<file path="config.mk">
export PLATFORM = sky130hd
export DESIGN_NAME = pdma_chan
export DESIGN_NICKNAME = d
export VERILOG_FILES = /design/src/rtl/pdma_pkg.sv /design/src/rtl/pdma_regs.sv /design/src/rtl/pdma_engine.sv /design/src/rtl/pdma_chan.sv
export SDC_FILE = /design/constraint.sdc
export NUM_CORES = 1
export LEC_CHECK = 0
export BUFFER_PORTS_ARGS = -buffer_cell sky130_fd_sc_hd__buf_4
export CORE_AREA = 4 4 127 129
export CTS_BUF_LIST = sky130_fd_sc_hd__clkbuf_4 sky130_fd_sc_hd__clkbuf_8
export DETAILED_ROUTE_END_ITERATION = 8
export DIE_AREA = 0 0 131 133
export GPL_TIMING_DRIVEN = 0
export PLACE_DENSITY = 0.81
export SYNTH_ARGS = -nofsm -noshare
export SYNTH_HDL_FRONTEND = slang
export SYNTH_HIERARCHICAL = 1
export SYNTH_SLANG_ARGS = --single-unit
</file>
<file path="constraint.sdc">
create_clock -name clk -period 3.1 [get_ports clk]
set_input_delay 0.31 -clock clk [delete_from_list [all_inputs] [get_ports clk]]
set_output_delay 0.31 -clock clk [all_outputs]
set_load 0.005 [all_outputs]
</file>
<file path="src/rtl/pdma_pkg.sv">
package pdma_pkg;
  // register addresses
  localparam logic [2:0] RA_PTR  = 3'd0;
  localparam logic [2:0] RA_CNT  = 3'd1;
  localparam logic [2:0] RA_NPTR = 3'd2;
  localparam logic [2:0] RA_NCNT = 3'd3;
  localparam logic [2:0] RA_CTRL = 3'd4;
  localparam logic [2:0] RA_STAT = 3'd5;

  // address increment for a word size code
  function automatic logic [2:0] step_of(input logic [1:0] ws);
    case (ws)
      2'd0:    step_of = 3'd1;
      2'd1:    step_of = 3'd2;
      default: step_of = 3'd4;
    endcase
  endfunction

  // keep only the lanes that belong to the word size
  function automatic logic [31:0] lane_mask(input logic [1:0] ws, input logic [31:0] d);
    case (ws)
      2'd0:    lane_mask = {24'h0, d[7:0]};
      2'd1:    lane_mask = {16'h0, d[15:0]};
      default: lane_mask = d;
    endcase
  endfunction
endpackage

</file>
<file path="src/rtl/pdma_regs.sv">
module pdma_regs
  import pdma_pkg::*;
#(
  parameter int ADDR_W = 32,
  parameter int CNT_W  = 16
) (
  input  logic              clk,
  input  logic              rst_n,
  input  logic              reg_we,
  input  logic [2:0]        reg_addr,
  input  logic [31:0]       reg_wdata,
  output logic [31:0]       reg_rdata,
  input  logic [1:0]        wsize,
  input  logic              xfer_done,
  output logic [ADDR_W-1:0] ptr_q,
  output logic [CNT_W-1:0]  cnt_q,
  output logic [ADDR_W-1:0] nptr_q,
  output logic [CNT_W-1:0]  ncnt_q,
  output logic              en_q,
  output logic              end_flag,
  output logic              all_flag,
  output logic              reload_fire
);
  logic wr_ptr, wr_cnt, wr_nptr, wr_ncnt, wr_ctrl, any_buf_wr;
  logic [ADDR_W-1:0] step_ext;

  assign wr_ptr     = reg_we && (reg_addr == RA_PTR);
  assign wr_cnt     = reg_we && (reg_addr == RA_CNT);
  assign wr_nptr    = reg_we && (reg_addr == RA_NPTR);
  assign wr_ncnt    = reg_we && (reg_addr == RA_NCNT);
  assign wr_ctrl    = reg_we && (reg_addr == RA_CTRL);
  assign any_buf_wr = wr_ptr || wr_cnt || wr_nptr || wr_ncnt;

  assign step_ext   = ADDR_W'(step_of(wsize));

  assign end_flag    = (cnt_q == '0);
  assign all_flag    = end_flag && (ncnt_q == '0);
  assign reload_fire = end_flag && (ncnt_q != '0) && !any_buf_wr && !xfer_done;

  always_ff @(posedge clk) begin
    if (!rst_n) begin
      ptr_q  <= '0;
      cnt_q  <= '0;
      nptr_q <= '0;
      ncnt_q <= '0;
      en_q   <= 1'b0;
    end else begin
      // active pointer: software, then reload, then advance
      if (wr_ptr)           ptr_q <= reg_wdata[ADDR_W-1:0];
      else if (reload_fire) ptr_q <= nptr_q;
      else if (xfer_done)   ptr_q <= ptr_q + step_ext;

      if (wr_cnt)                        cnt_q <= reg_wdata[CNT_W-1:0];
      else if (reload_fire)              cnt_q <= ncnt_q;
      else if (xfer_done && !end_flag)   cnt_q <= cnt_q - 1'b1;

      if (wr_nptr)          nptr_q <= reg_wdata[ADDR_W-1:0];
      else if (reload_fire) nptr_q <= '0;

      if (wr_ncnt)          ncnt_q <= reg_wdata[CNT_W-1:0];
      else if (reload_fire) ncnt_q <= '0;

      if (wr_ctrl) begin
        if (reg_wdata[1])      en_q <= 1'b0;
        else if (reg_wdata[0]) en_q <= 1'b1;
      end
    end
  end

  always_comb begin
    case (reg_addr)
      RA_PTR:  reg_rdata = 32'(ptr_q);
      RA_CNT:  reg_rdata = 32'(cnt_q);
      RA_NPTR: reg_rdata = 32'(nptr_q);
      RA_NCNT: reg_rdata = 32'(ncnt_q);
      RA_STAT: reg_rdata = {29'h0, all_flag, end_flag, en_q};
      default: reg_rdata = '0;
    endcase
  end
endmodule

</file>
<file path="src/rtl/pdma_engine.sv">
module pdma_engine
  import pdma_pkg::*;
#(
  parameter int ADDR_W = 32,
  parameter bit DIR_RX = 1'b1
) (
  input  logic              clk,
  input  logic              rst_n,
  input  logic              en,
  input  logic              cnt_nz,
  input  logic [ADDR_W-1:0] ptr,
  input  logic [1:0]        wsize,
  input  logic              per_req,
  input  logic [31:0]       per_din,
  output logic              per_ack,
  output logic [31:0]       per_dout,
  output logic              mem_req,
  output logic              mem_we,
  output logic [ADDR_W-1:0] mem_addr,
  output logic [31:0]       mem_wdata,
  input  logic [31:0]       mem_rdata,
  input  logic              mem_ready,
  output logic              xfer_start,
  output logic              xfer_done
);
  logic busy_q;

  assign xfer_start = !busy_q && en && cnt_nz && per_req;
  assign xfer_done  = busy_q && mem_ready;

  assign mem_req  = busy_q;
  assign mem_addr = ptr;
  assign per_ack  = xfer_done;

  generate
    if (DIR_RX) begin : g_rx
      assign mem_we    = 1'b1;
      assign mem_wdata = lane_mask(wsize, per_din);
    end else begin : g_tx
      assign mem_we    = 1'b0;
      assign mem_wdata = lane_mask(wsize, per_din) & 32'h0;
    end
  endgenerate

  always_ff @(posedge clk) begin
    if (!rst_n) begin
      busy_q   <= 1'b0;
      per_dout <= '0;
    end else begin
      if (xfer_start)     busy_q <= 1'b1;
      else if (xfer_done) busy_q <= 1'b0;
      if (xfer_done && !DIR_RX) per_dout <= lane_mask(wsize, mem_rdata);
    end
  end
endmodule

</file>
<file path="src/rtl/pdma_chan.sv">
module pdma_chan
  import pdma_pkg::*;
#(
  parameter int ADDR_W = 32,
  parameter int CNT_W  = 16,
  parameter bit DIR_RX = 1'b1
) (
  input  logic              clk,
  input  logic              rst_n,
  input  logic [1:0]        wsize,
  input  logic              reg_we,
  input  logic [2:0]        reg_addr,
  input  logic [31:0]       reg_wdata,
  output logic [31:0]       reg_rdata,
  input  logic              per_req,
  output logic              per_ack,
  input  logic [31:0]       per_din,
  output logic [31:0]       per_dout,
  output logic              mem_req,
  output logic              mem_we,
  output logic [ADDR_W-1:0] mem_addr,
  output logic [31:0]       mem_wdata,
  input  logic [31:0]       mem_rdata,
  input  logic              mem_ready,
  output logic              irq_end,
  output logic              irq_all
);
  // named internal events, visible to the bound checker
  logic [ADDR_W-1:0] ptr_q, nptr_q;
  logic [CNT_W-1:0]  cnt_q, ncnt_q;
  logic              en_q, reload_fire, xfer_start, xfer_done;

  pdma_regs #(.ADDR_W(ADDR_W), .CNT_W(CNT_W)) u_regs (
    .clk(clk), .rst_n(rst_n),
    .reg_we(reg_we), .reg_addr(reg_addr), .reg_wdata(reg_wdata), .reg_rdata(reg_rdata),
    .wsize(wsize), .xfer_done(xfer_done),
    .ptr_q(ptr_q), .cnt_q(cnt_q), .nptr_q(nptr_q), .ncnt_q(ncnt_q), .en_q(en_q),
    .end_flag(irq_end), .all_flag(irq_all), .reload_fire(reload_fire)
  );

  pdma_engine #(.ADDR_W(ADDR_W), .DIR_RX(DIR_RX)) u_eng (
    .clk(clk), .rst_n(rst_n),
    .en(en_q), .cnt_nz(cnt_q != '0), .ptr(ptr_q), .wsize(wsize),
    .per_req(per_req), .per_din(per_din), .per_ack(per_ack), .per_dout(per_dout),
    .mem_req(mem_req), .mem_we(mem_we), .mem_addr(mem_addr), .mem_wdata(mem_wdata),
    .mem_rdata(mem_rdata), .mem_ready(mem_ready),
    .xfer_start(xfer_start), .xfer_done(xfer_done)
  );
endmodule

</file>
==> impl_metrics.json <==
{
  "syn_area_um2": 6690,
  "wl_per_cell_um": 20.5,
  "cts_tree": "built",
  "start_util_pct": 44.5,
  "htreeDepth": 3,
  "finClkSkew_ns": 0.0200,
  "vias": 7426,
  "maxSlewViolCount": 0,
  "cts_setup_buffers": 0,
  "finish.net_count": 1167,
  "worstPathRequired_ns": 3.35,
  "firstDrtPassIters": 5,
  "die_width_um": 131,
  "max_freq_mhz": 336,
  "grt_pass1_wl_um": 38200,
  "grt_max_degree": 17,
  "p_per_area_nw_per_um2": 434,
  "cts_made_buffers": 9,
  "drtIter0Drc": 1032,
  "final_area_um2": 8490,
  "relSlewSlack_pct": 35.5,
  "critPathMaxStageDelay_ns": 0.90,
  "finalPower_mw": 3.69,
  "nFillCells": 1399,
  "pin_count": 239,
  "timing.final.crit_share_pct": 96.1,
  "path_class": "flip-flop to flip-flop",
  "antenna_found_initial": 0,
  "critPathArrivalTime_ns": 3.23,
  "critPathSlowestCell": "nor3_2",
  "antenna_cells": 0,
  "num_rows": 45,
  "dp_hpwl_um": 19400,
  "avgViaCountPerCell": 5.95,
  "hold_viol_final": 0,
  "worst_slew_pin_slew_ns": 0.962,
  "status": "finished, final reports clean",
  "dp_cells": 1233,
  "hold_slack_ns": 0.126,
  "cts_sinks": 98,
  "path_max_fanout": 9,
  "clock_latency_ns": 0.40,
  "routabilityCongestion": 0.983,
  "clkTransAtPathRegs_ns": 0.10,
  "finalWirelength_um": 25600,
  "antenna_left": 0,
  "hp-class": "primary input to flip-flop",
  "rsz0062_at_grt": "false",
  "die_area_um2": 17400,
  "postSynthAreaPerCell_um2": 7.87,
  "drc_errors": 0,
  "layout-drive-gt1-share_pct": 29.0,
  "setup_ws_ns": 0.120,
  "setup_viol": 0,
  "syn2layout_area_growth_pct": 26.8,
  "dp_slack_ns": -0.0723,
  "synthCells": 851,
  "ir_worst_vdd_mv": 0.280,
  "portBuffers": 163,
  "dieHeight_um": 133,
  "core_area_um2": 15000,
  "cp-end-kind": "flip-flop",
  "clock_path_buffers": 2,
  "drv_cap": 0,
  "gr-total-overflow": 0,
  "root_buffer": "clkbuf_8",
  "post-route-min-period_ns": 2.98,
  "r2r_slack_ns": 0.12,
  "stdcell_count": 1248,
  "cp_cell_sequence": "nor4_4, nand4_1, nor3_2, nor3_1, a221oi_1, a21oi_1",
  "cp.buffers_inverters": 0,
  "cp-start-kind": "flip-flop",
  "grt_use_total_pct": 28.3,
  "placedInstanceArea_um2": 8270,
  "leakage_nw": 3.52,
  "grt_pass1_vias": 6966,
  "path_delay_family": "simple AND/OR/NAND/NOR gates",
  "synth_warnings": 6
}
-- where the power goes --
group / total (mW) / internal [mW] / switching, mW
Sequential: 1.43 / 1.32 / 0.112
Clock: 0.886 / 0.397 / 0.489
Combinational: 1.37 / 0.563 / 0.806
-- cell type report --
cell class / instances / area (um2) / area share, %
plain buffers: 132 / 802 / 9.45
clock buffers: 10 / 138 / 1.62
clock inverters: 5 / 65.1 / 0.766
inverters: 8 / 30.0 / 0.354
multi-input cells: 644 / 4030 / 47.5
flip-flops and latches: 98 / 1960 / 23.1
well taps: 188 / 235 / 2.77
repair buffers: 163 / 1220 / 14.4
-- state kept, by name, summed over array words and instances, names as in the netlist --
name and flops:
u_regs/nptr_q 32, u_regs/ptr_q 32, u_regs/cnt_q 16, u_regs/ncnt_q 16, u_eng/mem_req 1, u_regs/en_q 1
-- worst reg2reg max path, cell delays in order (launching register included) --
cell and delay [ns]:
dfxtp_1 0.43, nor4_4 0.56, nand4_1 0.45, nor3_2 0.90, nor3_1 0.15, a221oi_1 0.25, a21oi_1 0.10
-- path summary, 6_finish.rpt --
check / from / to / cells past startpoint
worst min register to register: u_regs/nptr_q[6] / u_regs/ptr_q[6] / 2
worst max register to register: u_regs/cnt_q[2] / u_regs/cnt_q[8] / 6
worst min-delay path: reg_wdata[27] / u_regs/ptr_q[27] / 3
worst max-delay path: u_regs/cnt_q[2] / u_regs/cnt_q[8] / 6
-- through the flow --
| step | util, % | TNS [ns] |
|---|---|---|
| floorplan | - | 0 |
| global placement | 55.0 | -1.00 |
| detailed placement | 55.0 | -0.206 |
| CTS | 56.4 | 0 |
| global route | 56.5 | 0 |
| finish | 56.5 | 0 |
-- repair_timing --
item	CTS	global route
hold buffers	0	0
setup endpoints to repair	0	19
gates resized for setup	0	4
-- cells in the final DEF, fill, tap and decap left out, drive strengths merged, types with 21 or more instances in the layout --
| cell type | instances |
|---|---|
| a21oi | 81 |
| a22o | 21 |
| buf | 254 |
| clkbuf | 51 |
| conb | 33 |
| dfxtp | 98 |
| nand2 | 113 |
| nand3 | 65 |
| nor2 | 44 |
| nor2b | 22 |
| o21ai | 22 |
-- per-layer routing --
| layer | track usage (%) | vias up | routed length (um) |
|---|---|---|---|
| met2 | 44.9 | 521 | 12000 |
| met4 | 11.0 | 0 | 967 |
| met3 | 8.20 | 78 | 3120 |
| met1 | 35.8 | 3435 | 9510 |
| met5 | 0 | - | 0 |
| li1 | - | 3392 | - |
Power figures use the tool's default switching activity.
